File: config.mk
export PLATFORM = sky130hd
export DESIGN_NAME = dual_row_tdq
export DESIGN_NICKNAME = d
export VERILOG_FILES = /design/src/rtl/tdq_pkg.sv /design/src/rtl/tdq_arbiter.sv /design/src/rtl/tdq_sat_cnt.sv /design/src/rtl/tdq_therm.sv /design/src/rtl/dual_row_tdq.sv
export SDC_FILE = /design/constraint.sdc
export NUM_CORES = 1
export LEC_CHECK = 0
export BUFFER_PORTS_ARGS = -buffer_cell sky130_fd_sc_hd__buf_2
export CAP_MARGIN = 5
export CORE_MARGIN = 2
export CORE_UTILIZATION = 38
export DETAILED_ROUTE_END_ITERATION = 7
export PLACE_DENSITY = 0.63
export SYNTH_ARGS = -nofsm -noshare
export SYNTH_HDL_FRONTEND = slang
export SYNTH_SLANG_ARGS = --single-unit
File: constraint.sdc
create_clock -name clk_i -period 2.7 [get_ports clk_i]
set_clock_uncertainty 0.15 [all_clocks]
set_input_delay 0 -clock clk_i [delete_from_list [all_inputs] [get_ports clk_i]]
set_output_delay 0 -clock clk_i [all_outputs]
set_load 0.005 [all_outputs]
File: src/rtl/tdq_pkg.sv
package tdq_pkg;
  typedef enum logic {ROW_ODD = 1'b0, ROW_EVEN = 1'b1} row_e;
endpackage

File: src/rtl/tdq_arbiter.sv
module tdq_arbiter (
  input  logic clk_i,
  input  logic rst_ni,
  input  logic clear_i,
  input  logic win_i,
  input  logic flip_odd_ni,
  input  logic flip_even_ni,
  output logic arb_o,
  output logic arb_d_o,
  output logic started_o,
  output logic both_o
);
  logic odd_seen_q, even_seen_q, arb_q;
  logic odd_now, even_now, any_seen;

  assign odd_now   = win_i & ~flip_odd_ni;
  assign even_now  = win_i & ~flip_even_ni;
  assign any_seen  = odd_seen_q | even_seen_q;
  assign started_o = any_seen | odd_now | even_now;
  assign both_o    = (odd_seen_q | odd_now) & (even_seen_q | even_now);
  // even wins only if nothing seen yet and odd not on the same tick
  assign arb_d_o   = (!any_seen && even_now && !odd_now) ? 1'b0 : arb_q;
  assign arb_o     = arb_q;

  always_ff @(posedge clk_i or negedge rst_ni) begin
    if (!rst_ni) begin
      odd_seen_q  <= 1'b0;
      even_seen_q <= 1'b0;
      arb_q       <= 1'b1;
    end else if (clear_i) begin
      odd_seen_q  <= 1'b0;
      even_seen_q <= 1'b0;
      arb_q       <= 1'b1;
    end else begin
      odd_seen_q  <= odd_seen_q | odd_now;
      even_seen_q <= even_seen_q | even_now;
      arb_q       <= arb_d_o;
    end
  end


  arb_hold_chk: assert property (@(posedge clk_i) disable iff (!rst_ni)
    (!arb_q && !clear_i) |=> !arb_q);

  idle_hold_chk: assert property (@(posedge clk_i) disable iff (!rst_ni)
    (!win_i && !clear_i) |=> $stable(arb_q));
endmodule

File: src/rtl/tdq_sat_cnt.sv
module tdq_sat_cnt #(
  parameter int W   = 4,
  parameter int MAX = 8
) (
  input  logic         clk_i,
  input  logic         rst_ni,
  input  logic         clr_i,
  input  logic         inc_i,
  output logic [W-1:0] nx_o
);
  logic [W-1:0] q;

  assign nx_o = (inc_i && q < W'(MAX)) ? q + 1'b1 : q;

  always_ff @(posedge clk_i or negedge rst_ni) begin
    if (!rst_ni)    q <= '0;
    else if (clr_i) q <= '0;
    else            q <= nx_o;
  end


  cnt_range_chk: assert property (@(posedge clk_i) disable iff (!rst_ni)
    q <= W'(MAX));
endmodule

File: src/rtl/tdq_therm.sv
module tdq_therm #(
  parameter int W    = 4,
  parameter int TAPS = 8
) (
  input  logic [W-1:0]    cnt_i,
  output logic [TAPS-1:0] code_o
);
  for (genvar i = 0; i < TAPS; i++) begin : g_bit
    assign code_o[i] = (cnt_i > W'(i));
  end
endmodule

File: src/rtl/dual_row_tdq.sv
module dual_row_tdq
  import tdq_pkg::*;
#(
  parameter int RES_BITS = 3,
  localparam int TAPS    = 2 ** RES_BITS,
  localparam int CW      = RES_BITS + 1
) (
  input  logic            clk_i,
  input  logic            rst_ni,
  input  logic            clear_i,
  input  logic            flip_odd_ni,
  input  logic            flip_even_ni,
  output logic            arb_o,
  output logic            order_o,
  output logic            done_o,
  output logic [TAPS-1:0] odd_code_o,
  output logic [TAPS-1:0] even_code_o
);
  logic                win_q, done_q;
  logic [RES_BITS-1:0] ph_q;
  logic                edge_w, arb_d, started, both;
  logic [CW-1:0]       full_nx, gap_nx, gap_cnt;
  logic [TAPS-1:0]     full_code, gap_code, odd_q, even_q;
  row_e                order_q;

  assign edge_w = win_q && (ph_q == RES_BITS'(TAPS - 1));

  always_ff @(posedge clk_i or negedge rst_ni) begin
    if (!rst_ni) begin
      win_q <= 1'b0;
      ph_q  <= '0;
    end else if (clear_i) begin
      win_q <= 1'b1;
      ph_q  <= '0;
    end else if (edge_w) begin
      win_q <= 1'b0;
    end else if (win_q) begin
      ph_q  <= ph_q + 1'b1;
    end
  end

  tdq_arbiter u_arb (
    .clk_i, .rst_ni, .clear_i,
    .win_i       (win_q),
    .flip_odd_ni, .flip_even_ni,
    .arb_o,
    .arb_d_o     (arb_d),
    .started_o   (started),
    .both_o      (both)
  );

  tdq_sat_cnt #(.W(CW), .MAX(TAPS)) u_full (
    .clk_i, .rst_ni, .clr_i(clear_i),
    .inc_i(win_q & started), .nx_o(full_nx)
  );

  tdq_sat_cnt #(.W(CW), .MAX(TAPS)) u_gap (
    .clk_i, .rst_ni, .clr_i(clear_i),
    .inc_i(win_q & started & ~both), .nx_o(gap_nx)
  );

  // missing second stop saturates to all ones
  assign gap_cnt = both ? gap_nx : (started ? CW'(TAPS) : '0);

  tdq_therm #(.W(CW), .TAPS(TAPS)) u_th_full (.cnt_i(full_nx), .code_o(full_code));
  tdq_therm #(.W(CW), .TAPS(TAPS)) u_th_gap  (.cnt_i(gap_cnt), .code_o(gap_code));

  always_ff @(posedge clk_i or negedge rst_ni) begin
    if (!rst_ni) begin
      done_q  <= 1'b0;
      order_q <= ROW_ODD;
      odd_q   <= '0;
      even_q  <= '0;
    end else begin
      done_q <= edge_w;
      if (edge_w) begin
        order_q <= arb_d ? ROW_ODD : ROW_EVEN;
        odd_q   <= arb_d ? full_code : gap_code;
        even_q  <= arb_d ? gap_code : full_code;
      end
    end
  end

  assign done_o      = done_q;
  assign order_o     = order_q;
  assign odd_code_o  = odd_q;
  assign even_code_o = even_q;


  done_pulse_chk: assert property (@(posedge clk_i) disable iff (!rst_ni)
    done_o |=> !done_o);

  hold_chk: assert property (@(posedge clk_i) disable iff (!rst_ni)
    !edge_w |=> ($stable(odd_code_o) && $stable(even_code_o) && $stable(order_o)));

  therm_chk: assert property (@(posedge clk_i) disable iff (!rst_ni)
    done_o |-> (((odd_code_o & (odd_code_o + 1'b1)) == '0) &&
                ((even_code_o & (even_code_o + 1'b1)) == '0)));

  order_arb_chk: assert property (@(posedge clk_i) disable iff (!rst_ni)
    done_o |-> (order_o != arb_o));
endmodule

# --- Word-level counts from Yosys, hierarchy flattened ---
# Cells that the tools add are included.
word_totals:
  regBits: 33
  latchBits: 0
  ramBits: 0
  romBits: 0
  inputBits: 5
  out_inout_bits: 19
  elab_cells: 75
  memories: 0
classes:
  n_addsub: 3
  n_mul: 0
  n_div: 0
  magnitude_cmp: 18
  n_eq_ne: 2
  n_shift: 0
  n_mux: 18
  bitwise_logic: 13
  n_reduce_logical: 10
ops:
  columns: ["op", "n"]
  rows:
  - ["$gt A4 B3 Y1 const B", 8]
  - ["$mux W4", 6]
  - ["$gt A4 B1 Y1 const B", 4]
  - ["$gt A4 B2 Y1 const B", 4]
  - ["$mux W8", 2]
  - ["$mux W3", 3]
  - ["$add A4 B1 Y4 const B", 2]
  - ["$lt A4 B4 Y1 const B", 2]
  - ["$mux W1", 7]
  - ["$and A1 B1 Y1", 5]
  - ["$logic_and A1 B1 Y1", 5]
  - ["$or A1 B1 Y1", 5]
  - ["$reduce_bool A2 Y1", 2]
  - ["$add A3 B1 Y3 const B", 1]
  - ["$eq A3 B3 Y1 const B", 1]
  - ["$not A1 Y1", 3]
  - ["$logic_not A1 Y1", 2]
  - ["$ne A2 B2 Y1 const B", 1]
  - ["$reduce_and A2 Y1", 1]

# --- Depth between registers and ports, before layout ---
# Gate-level depths: netlist of the first run.
logic_depth:
  depth_word: 11
  ltp_mapped: 8
  depth_no_buf: 7

# --- By module ---
# A second synthesis of the first run with hierarchy kept.
hier_totals:
  cells_unflattened: 161
  hier_area_um2: 1784.2
by_module_without_submodules:
  columns: ["module", "instances", "cells_each", "area_each_um2", "seq_area_each_um2"]
  rows:
  - ["dual_row_tdq", 1, 95, 1036.0, 550.5]
  - ["tdq_sat_cnt", 2, 15, 225.2, 100.1]
  - ["tdq_arbiter", 1, 18, 170.2, 76.3]
  - ["tdq_therm", 2, 9, 63.8, 0.0]

# --- Worst setup path after synthesis of the first run ---
# OpenSTA, ideal clock, no wires.
synth_path:
  path_kind: "reg-to-reg"
  from: "reg u_full.q[0]"
  to: "reg odd_q[2] (netlist: odd_code_o[2])"
  setup_ps: 132
  arrival_ps: 1584
  required_ps: 2418
  path_slack_ps: 834
  stages_incl_launch_ff: 6
  path_buffers: 0
  period_less_slack_ps: 1866
  cell_sequence: "dfrtp_1 -> ha_1 -> nor2b_1 -> or4_1 -> a21oi_1 -> a211oi_1"
synth_via:
  elab_chain_len: 5
  elab_cells_between_ends: 6
  cone_classes: "1 x add/sub; 2 x order compare; 2 x mux; 1 x reduce/logical"
synth_lines:
  columns: ["item", "line", "text"]
  rows:
  - ["start: declaration", "tdq_sat_cnt.sv:11", "logic [W-1:0] q;"]
  - ["start signal: assignment", "tdq_sat_cnt.sv:18", "else q <= nx_o;"]
  - ["$lt A4 B4 Y1", "tdq_sat_cnt.sv:13", "assign nx_o = (inc_i && q < W'(MAX)) ? q + 1'b1 : q;"]
  - ["$logic_and A1 B1 Y1", "tdq_sat_cnt.sv:13", null]
  - ["$mux W4 *", "tdq_sat_cnt.sv:13", null]
  - ["$gt A4 B2 Y1 *", "tdq_therm.sv:9", "assign code_o[i] = (cnt_i > W'(i));"]
  - ["$mux W8 *", "dual_row_tdq.sv:78", "odd_q <= arb_d ? full_code : gap_code;"]
  - ["end signal: assignment", "dual_row_tdq.sv:78", null]
  - ["end: declaration", "dual_row_tdq.sv:23", "logic [TAPS-1:0] full_code, gap_code, odd_q, even_q;"]
# Mark *: on every way between the ends. The rest lies on a longest branch, timed or not.
# A chain may end at the register's enable or synchronous reset.

# --- Worst setup path in the final report of the first run ---
layout_path:
  from: "reg u_arb.odd_seen_q"
  to: "reg odd_q[1] (netlist: odd_code_o[1])"
layout_via:
  elab_chain_len: 10
  elab_cells_between_ends: 21
  cone_classes: "2 x order compare; 6 x mux; 8 x bitwise; 5 x reduce/logical"
layout_lines:
  columns: ["item", "line", "text"]
  rows:
  - ["start: declaration", "tdq_arbiter.sv:13", "logic odd_seen_q, even_seen_q, arb_q;"]
  - ["start signal: assignment", "tdq_arbiter.sv:35", "odd_seen_q <= odd_seen_q | odd_now;"]
  - ["$or A1 B1 Y1", "tdq_arbiter.sv:18", "assign any_seen = odd_seen_q | even_seen_q;"]
  - ["$or A1 B1 Y1 (2 in a row)", "tdq_arbiter.sv:19", "assign started_o = any_seen | odd_now | even_now;"]
  - ["$and A1 B1 Y1", "dual_row_tdq.sv:54, dual_row_tdq.sv:59", null]
  - ["$and A1 B1 Y1", "dual_row_tdq.sv:59", ".inc_i(win_q & started & ~both), .nx_o(gap_nx)"]
  - ["$logic_and A1 B1 Y1", "tdq_sat_cnt.sv:13", null]
  - ["$mux W4", "tdq_sat_cnt.sv:13", null]
  - ["$mux W4", "dual_row_tdq.sv:63", "assign gap_cnt = both ? gap_nx : (started ? CW'(TAPS) : '0);"]
  - ["$gt A4 B1 Y1", "tdq_therm.sv:9", null]
  - ["$mux W8 *", "dual_row_tdq.sv:78", null]
# Marked as above.

==> results of run 1 <==
how the worst max path moves through the flow:
stage / to / depth (start not counted) / slack [ps] / start
finish: odd_code_o[1] / 5 / 360 / u_arb.odd_seen_q
global route: even_code_o[2] / 5 / 110 / u_arb.odd_seen_q
CTS: odd_code_o[1] / 5 / 390 / u_arb.odd_seen_q
detailed placement: odd_code_o[1] / 5 / 410 / u_arb.even_seen_q
global placement: odd_code_o[2] / 5 / 440 / u_arb.odd_seen_q
floorplan: odd_code_o[2] / 5 / 830 / u_full.q[0]
report_power, final:
part	internal (mW)	switching [mW]
sequential	0.603	0.0768
combinational	0.193	0.206
clock	0.301	0.184
logic make-up after synthesis:
family | Yosys count | share of synthesized area
xor gates and xnor gates | 7 | 0.0355
adders and majority gates | 4 | 0.0258
and+or+nand+nor | 97 | 0.272
DFF | 33 | 0.426
buffers and inverters | 15 | 0.0368
muxes | 3 | 0.0155
AOI/OAI and AO/OA | 52 | 0.188
per-layer routing:
metal  share of wire  GRT usage  vias up
met5               0          0        -
met4           0.016     0.0682        0
met3           0.055     0.0437        9
met2            0.45      0.250       45
met1            0.48      0.225      760
li1                -          -      822
area by class of cell:
cell class                      instances  area (um2)  area share
Clock inverter                          1        30.0      0.0133
Multi-Input combinational cell        163        1040       0.462
Inverter                                6        22.5     0.00999
Clock buffer                            7        86.3      0.0383
Timing Repair Buffer                   28         160      0.0710
Sequential cell                        33         827       0.367
Tap cell                               70        87.6      0.0388
sequential cells by signal, summed over array words and instances (netlist names):
register / cells
ph_q: 3
u_full.q: 4
even_code_o: 8
u_gap.q: 4
u_arb.arb_o: 1
win_q: 1
u_arb.even_seen_q: 1
done_o: 1
u_arb.odd_seen_q: 1
odd_code_o: 8
order_o: 1
stage by stage:
stage	setup WS (ps)	power [mW]	instance area, um2	std cells
finish	356	1.56	2250	308
global route	107	1.67	2250	308
CTS	389	1.58	2250	308
detailed placement	405	1.09	2110	297
global placement	440	1.08	2110	297
floorplan	834	0.929	1940	211
layout by cell type (no fill, tap or decap), types with 5 or more instances in the layout:
cell type,synthesis,final
a21oi_1,17,17
buf_2,3,23
clkbuf_8,0,6
dfrtp_1,32,32
inv_1,5,5
nand2_1,16,16
nand2b_1,9,9
nor2_1,28,28
nor2b_1,7,7
nor3_1,5,5
nor4_1,6,6
o22ai_1,7,7
worst register-to-register path: stages (launching register included):
cell,delay [ps]
dfrtp_1,480
nand4bb_1,450
o31ai_1,160
nor3_2,620
a2111oi_2,110
a311oi_1,270
==> results.txt, run 1 <==
status: complete, no violations
nets@finish: 246
Layout area overhead: 16.3%
flop-to-flop setup slack: 360 ps
Least-Margin Pin Slew: 726 ps
PwrDens: 693 mW/mm2
Tightest Hold Check Type: input pin to flop
Rows: 26
CTS Hold Buffers Added: 3
vias post-DR: 1,636
reg2reg path depth: 5
Tmin final: 2340 ps
final hold viol count: 0
Antenna Nets Post-Route: 0
critical path endpoint category: flop
CP max-delay cell: nor3_2
Synth cell types: 54
Async S/R FF share, synth: 1.00
period utilization: 0.868
Netlist Area Pre-Place: 0.00194 mm2
Hold EP: u_arb.even_seen_q
die width: 75.4 um
CP delay by family, top: simple AND/OR/NAND/NOR gates
Fillers: 513
Die Footprint: 0.00569 mm2
Buffers on Ports: 23
YS warnings: 0
Hold WS: 53.0 ps
Leak: 0.999 nW
post-CTS resize count: 0
number of flops mapped to enable cells by yosys: 0
initial antenna violation count: 0
crit path buf inv count: 0
worst endpoint required time: 2740 ps
Iteration-0 DRC Markers: 126
grt ovf: 0
CTS root buffer: clkbuf_8
final WL: 4.38 mm
CP cell instances: nand4bb_1 > o31ai_1 > nor3_2 > a2111oi_2 > a311oi_1
Clock Path Buffers: 2
register clock-pin slew on the reported worst setup and hold paths: 70 ps
sequential cell area fraction in the yosys report: 0.426
Post-Syn Instances: 211
kind of critical path: flop to flop
Vias/cell: 5.31
Placer Congestion: 0.794
syn nets: 220
leading area contributor after synthesis: dfrtp_1
antenna cells: 0
final setup TNS: 0 ps
R2R Path Start: u_arb.odd_seen_q
CORE AREA: 0.00501 mm2
pin count of the biggest net entering global routing: 34
Mapped Avg Cell Area: 9.19 um2
RSZ-0062 raised after global routing: false
Max Slew Vio Count: 0
worst path arrival time: 2380 ps
CTS tree: done
vias in the first global route: 1,478
hold path depth: 3
startpoint class of the critical path: flop
Global Route Usage Sum: 0.166
crit-path max FO: 12
Crit path largest cell delay: 620 ps
die height: 75.4 um
drt pass-1 iters: 4
Max Cap Violations: 0
setup violators final: 0
hpwl dp: 3.18 mm
top-area cell type share of the netlist area: 0.413
Post-route DRC: 0
Initial Utilization: 0.387
count leader, synth: dfrtp_1
Synth top cells by count: dfrtp_1 (32), nor2_1 (28), a21oi_1 (17)
WL per Instance: 14.2 um
ratio of cells with drive above 1 in the final layout: 0.193
f_max: 427 MHz
Finished Core Util: 0.450
Yosys reg bits: 33
setup bufs post-CTS: 0
TritonCTS Buffers: 5
synth top area cells: dfrtp_1 (41%), nor2_1 (5.4%), a21oi_1 (4.4%)
Top FF cell, synth: dfrtp_1
CTS H-tree depth: 2
Max VDD drop: 290 uV
IO Pins: 24
Worst slew margin: 0.516
first-pass GRT wire length: 7.08 mm
worst min-delay path startpoint: flip_even_ni
CTS sink cnt: 33
clock latency on the worst-skew pair: 290 ps
R2R Path End: odd_code_o[1]
(Power assumes the default switching activity.)
==> run 2, diff against run 1 <==
--- a/config.mk
+++ b/config.mk
@@ -10,6 +10,7 @@
 export CORE_MARGIN = 2
 export CORE_UTILIZATION = 38
 export DETAILED_ROUTE_END_ITERATION = 7
+export MAX_ROUTING_LAYER = met4
 export PLACE_DENSITY = 0.63
 export SYNTH_ARGS = -nofsm -noshare
 export SYNTH_HDL_FRONTEND = slang
==> results.txt, run 2 (synthesized netlist as in run 1, its figures left out) <==
Initial Utilization: 0.387 (unchanged)
RSZ-0062 raised after global routing: false (unchanged)
PwrDens: 693 mW/mm2 (about the same)
clock latency on the worst-skew pair: 290 ps (about the same)
Crit path largest cell delay: 620 ps (about the same)
Tot Pwr: 1.56 mW (about the same)
crit-path max FO: 12 (unchanged)
register clock-pin slew on the reported worst setup and hold paths: 70 ps (about the same)
f_max: 428 MHz (was 427 MHz)
die width: 75.4 um (unchanged)
hold path depth: 3 (unchanged)
CTS sink cnt: 33 (unchanged)
final setup TNS: 0 ps (unchanged)
Iteration-0 DRC Markers: 133 (was 126)
CTS tree: done (unchanged)
Layout area overhead: 16.3% (unchanged)
fin worst setup slack: 362 ps (was 356 ps)
final WL: 4.39 mm (was 4.38 mm)
worst path arrival time: 2380 ps (about the same)
reg2reg path depth: 5 (unchanged)
Non-Filler Instances: 308 (unchanged)
hpwl dp: 3.18 mm (unchanged)
die height: 75.4 um (unchanged)
CTS H-tree depth: 2 (unchanged)
nets@finish: 246 (unchanged)
Global Route Usage Sum: 0.172 (was 0.166)
post-CTS resize count: 0 (unchanged)
vias in the first global route: 1,474 (was 1,478)
most common cell after layout, fill and taps aside: dfrtp_1 (unchanged)
pin count of the biggest net entering global routing: 34 (unchanged)
Max Slew Vio Count: 0 (unchanged)
placed insts: 297 (unchanged)
CP max-delay cell: nor3_2 (unchanged)
Max Cap Violations: 0 (unchanged)
Placer Congestion: 0.805 (was 0.794)
R2R Path End: odd_code_o[1] (unchanged)
antenna cells: 0 (unchanged)
Tmin final: 2340 ps (about the same)
IO Pins: 24 (unchanged)
CP cell instances: nand4bb_1 > o31ai_1 > nor3_2 > a2111oi_2 > a311oi_1 (unchanged)
period utilization: 0.866 (was 0.868)
pre-CTS setup slack: 405 ps (unchanged)
CTS root buffer: clkbuf_8 (unchanged)
vias post-DR: 1,625 (was 1,636)
ratio of cells with drive above 1 in the final layout: 0.193 (unchanged)
Buffers on Ports: 23 (unchanged)
critical path endpoint category: flop (unchanged)
setup bufs post-CTS: 0 (unchanged)
setup violators final: 0 (unchanged)
Hold EP: u_arb.even_seen_q (unchanged)
Least-Margin Pin Slew: 727 ps (was 726 ps)
Fillers: 513 (unchanged)
grt ovf: 0 (unchanged)
worst min-delay path startpoint: flip_even_ni (unchanged)
Worst slew margin: 0.515 (was 0.516)
Clock Path Buffers: 2 (unchanged)
final hold viol count: 0 (unchanged)
startpoint class of the critical path: flop (unchanged)
Max VDD drop: 290 uV (about the same)
CORE AREA: 0.00501 mm2 (unchanged)
kind of critical path: flop to flop (unchanged)
R2R Path Start: u_arb.odd_seen_q (unchanged)
most frequent cells in the layout: dfrtp_1 (32), nor2_1 (28), buf_2 (23) (unchanged)
Leak: 0.999 nW (unchanged)
Die Footprint: 0.00569 mm2 (unchanged)
drt pass-1 iters: 4 (unchanged)
Rows: 26 (unchanged)
Antenna Nets Post-Route: 0 (unchanged)
status: complete, no violations (unchanged)
first-pass GRT wire length: 7.09 mm (was 7.08 mm)
flop-to-flop setup slack: 360 ps (about the same)
Tightest Hold Check Type: input pin to flop (unchanged)
WL per Instance: 14.3 um (was 14.2 um)
Vias/cell: 5.28 (was 5.31)
TritonCTS Buffers: 5 (unchanged)
worst endpoint required time: 2740 ps (about the same)
initial antenna violation count: 0 (unchanged)
Post-route DRC: 0 (unchanged)
[run 2: critical path: cells and delay by family, from the launching register on]
family	cells	cell delay (ps)
AO/OA/AOI/OAI	3	540
AND/OR/NAND/NOR	2	1060
flip-flops	1	480
[run 2: routing by layer]
| layer | vias to the layer above | part of all wire | global-route usage |
|---|---|---|---|
| met3 | 8 | 0.050 | 0.0476 |
| met5 | - | 0 | - |
| met2 | 37 | 0.44 | 0.250 |
| met1 | 759 | 0.49 | 0.226 |
| li1 | 821 | - | - |
| met4 | 0 | 0.015 | 0.0682 |
[run 2: where the power goes]
group	total [mW]	leakage (nW)	internal, mW	switching (mW)
clock network	0.484	0.0585	0.301	0.183
logic	0.398	0.548	0.193	0.206
registers	0.680	0.392	0.603	0.0767
[run 2: worst max path at each step]
stage	from	end	slack (ps)
final	u_arb.odd_seen_q	odd_code_o[1]	360
after global routing	u_arb.odd_seen_q	even_code_o[2]	110
after CTS	u_arb.odd_seen_q	odd_code_o[1]	390
after detailed placement	u_arb.even_seen_q	odd_code_o[1]	410
after global placement	u_arb.odd_seen_q	odd_code_o[2]	440
after floorplan	u_full.q[0]	odd_code_o[2]	830
[run 2: stage by stage]
stage | utilization | hold WS [ps] | area, um2
detailed placement | 0.421 | -39.6 | 2110
floorplan | - | -446 | 1940
CTS | 0.450 | 46.2 | 2250
global route | 0.450 | 86.1 | 2250
finish | 0.450 | 52.5 | 2250
global placement | 0.421 | -35.0 | 2110
[run 2: layout make-up]
cell class,count,area (um2),area share
tap,70,87.6,0.0388
timing repair buffer,28,160,0.0710
inverter,6,22.5,0.00999
sequential,33,827,0.367
multi-input combinational,163,1040,0.462
clock inverter,1,30.0,0.0133
clock buffer,7,86.3,0.0383
[run 2: what timing repair did]
action                                  CTS  global route
endpoints found under the hold margin    47             0
endpoints found under the setup margin    0             0
hold buffers                              3             0
==> run 3, diff against run 2 <==
--- a/config.mk
+++ b/config.mk
@@ -12,6 +12,7 @@
 export DETAILED_ROUTE_END_ITERATION = 7
 export MAX_ROUTING_LAYER = met4
 export PLACE_DENSITY = 0.63
+export SETUP_SLACK_MARGIN = 0.4
 export SYNTH_ARGS = -nofsm -noshare
 export SYNTH_HDL_FRONTEND = slang
 export SYNTH_SLANG_ARGS = --single-unit
==> constraint.sdc (replaced) <==
create_clock -name clk_i -period 2.7 [get_ports clk_i]
set_clock_uncertainty 0.15 [all_clocks]
set_input_delay 0 -clock clk_i [delete_from_list [all_inputs] [get_ports clk_i]]
set_output_delay 0 -clock clk_i [all_outputs]
set_load 0.01 [all_outputs]
==> results.txt, run 3 (synthesized netlist as in run 1, its figures left out) <==
status: complete, no violations (unchanged)
final setup TNS: 0 ps (unchanged)
Leak: 1.00 nW (was 0.999 nW)
CTS tree: done (unchanged)
Placer Congestion: 0.805 (unchanged)
vias post-DR: 1,627 (was 1,625)
Buffers on Ports: 23 (unchanged)
CORE AREA: 0.00501 mm2 (unchanged)
grt ovf: 0 (unchanged)
Clock Path Buffers: 2 (unchanged)
clock latency on the worst-skew pair: 290 ps (about the same)
worst min-delay path startpoint: flip_even_ni (unchanged)
Iteration-0 DRC Markers: 120 (was 133)
register clock-pin slew on the reported worst setup and hold paths: 70 ps (about the same)
reg2reg path depth: 5 (unchanged)
critical path endpoint category: flop (unchanged)
CTS H-tree depth: 2 (unchanged)
die height: 75.4 um (unchanged)
Global Route Usage Sum: 0.172 (about the same)
startpoint class of the critical path: flop (unchanged)
final hold viol count: 0 (unchanged)
R2R Path Start: win_q (was u_arb.odd_seen_q)
antenna cells: 0 (unchanged)
Initial Utilization: 0.387 (unchanged)
Rows: 26 (unchanged)
CTS root buffer: clkbuf_8 (unchanged)
die width: 75.4 um (unchanged)
RSZ-0062 raised after global routing: false (unchanged)
Worst slew margin: 0.517 (was 0.515)
crit-path max FO: 15 (was 12)
hpwl dp: 3.18 mm (unchanged)
period utilization: 0.803 (was 0.866)
most common cell after layout, fill and taps aside: dfrtp_1 (unchanged)
first-pass GRT wire length: 7.10 mm (was 7.09 mm)
ratio of cells with drive above 1 in the final layout: 0.197 (was 0.193)
most frequent cells in the layout: dfrtp_1 (32), nor2_1 (28), buf_2 (23) (unchanged)
TritonCTS Buffers: 5 (unchanged)
worst path arrival time: 2180 ps (was 2380 ps)
Final Cell Area: 0.00227 mm2 (was 0.00225 mm2)
setup violators final: 0 (unchanged)
Least-Margin Pin Slew: 724 ps (was 727 ps)
f_max: 461 MHz (was 428 MHz)
Layout area overhead: 16.8% (was 16.3%)
Tightest Hold Check Type: input pin to flop (unchanged)
Antenna Nets Post-Route: 0 (unchanged)
Finished Core Util: 0.452 (was 0.450)
Cell Area, Placed: 0.00211 mm2 (unchanged)
initial antenna violation count: 0 (unchanged)
Fillers: 512 (was 513)
Vias/cell: 5.28 (about the same)
CTS sink cnt: 33 (unchanged)
kind of critical path: flop to flop (unchanged)
R2R Path End: even_code_o[0] (was odd_code_o[1])
IO Pins: 24 (unchanged)
nets@finish: 246 (unchanged)
WL per Instance: 14.2 um (was 14.3 um)
PwrDens: 707 mW/mm2 (was 693 mW/mm2)
Hold EP: u_arb.even_seen_q (unchanged)
worst endpoint required time: 2710 ps (was 2740 ps)
Post-route DRC: 0 (unchanged)
Die Footprint: 0.00569 mm2 (unchanged)
hold path depth: 3 (unchanged)
vias in the first global route: 1,474 (unchanged)
drt pass-1 iters: 4 (unchanged)
Max Cap Violations: 0 (unchanged)
flop-to-flop setup slack: 530 ps (was 360 ps)
Max VDD drop: 293 uV (was 290 uV)
pin count of the biggest net entering global routing: 34 (unchanged)
Max Slew Vio Count: 0 (unchanged)
Tmin final: 2170 ps (was 2340 ps)
final WL: 4.39 mm (about the same)
[run 3: cell counts in the layout (fill, tap and decap cells not counted)]
Identical to the previous run, type by type.
[run 3: area by class of cell]
cell class / instances / area (um2) / area share
inverter: 6 / 22.5 / 0.00994
sequential: 33 / 827 / 0.365
clock inverter: 1 / 30.0 / 0.0133
clock buffer: 7 / 86.3 / 0.0381
timing repair buffer: 28 / 160 / 0.0707
multi-input combinational: 163 / 1050 / 0.464
tap: 70 / 87.6 / 0.0387
[run 3: worst max-delay path, stage by stage, from the launching register on]
cell and delay, ps:
dfrtp_1 610, inv_1 120, a2111oi_2 470, nor3_4 140, nor4_1 440, nor3_1 80
[run 3: worst max-delay path by stage]
stage / slack (ps) / endpoint / start
after floorplan: 830 / odd_code_o[2] / u_full.q[0]
after global placement: 440 / odd_code_o[2] / u_arb.odd_seen_q
after detailed placement: 410 / odd_code_o[1] / u_arb.even_seen_q
after CTS: 500 / even_code_o[2] / u_arb.odd_seen_q
after global routing: 410 / even_code_o[4] / win_q
final: 530 / even_code_o[0] / win_q
[run 3: through the flow]
stage                     setup slack [ps]  hold WS, ps  std cells  total power [mW]
after CTS                              502         46.2        308              1.61
after global placement                 440        -35.0        297              1.12
after global routing                   406         97.9        308              1.71
after detailed placement               405        -39.6        297              1.12
after floorplan                        834         -446        211             0.965
final                                  531         62.0        308              1.60
[run 3: power by group]
group	internal (mW)	total [mW]	switching, mW
Combinational	0.196	0.438	0.242
Sequential	0.603	0.680	0.0767
Clock	0.301	0.483	0.182
[run 3: layer usage]
| metal | routed length [um] | vias to the layer above | GRT usage | part of all wire |
|---|---|---|---|---|
| li1 | - | 821 | - | - |
| met1 | 2160 | 754 | 0.227 | 0.49 |
| met2 | 1920 | 42 | 0.250 | 0.44 |
| met3 | 217 | 10 | 0.0476 | 0.049 |
| met4 | 93 | 0 | 0.0682 | 0.021 |
| met5 | 0 | - | - | 0 |
[run 3: what timing repair did]
item,CTS,global route
setup buffers,0,0
hold buffers,3,0
hold endpoints to repair,47,0
endpoints found under the setup margin,2,14
resized for setup,1,1
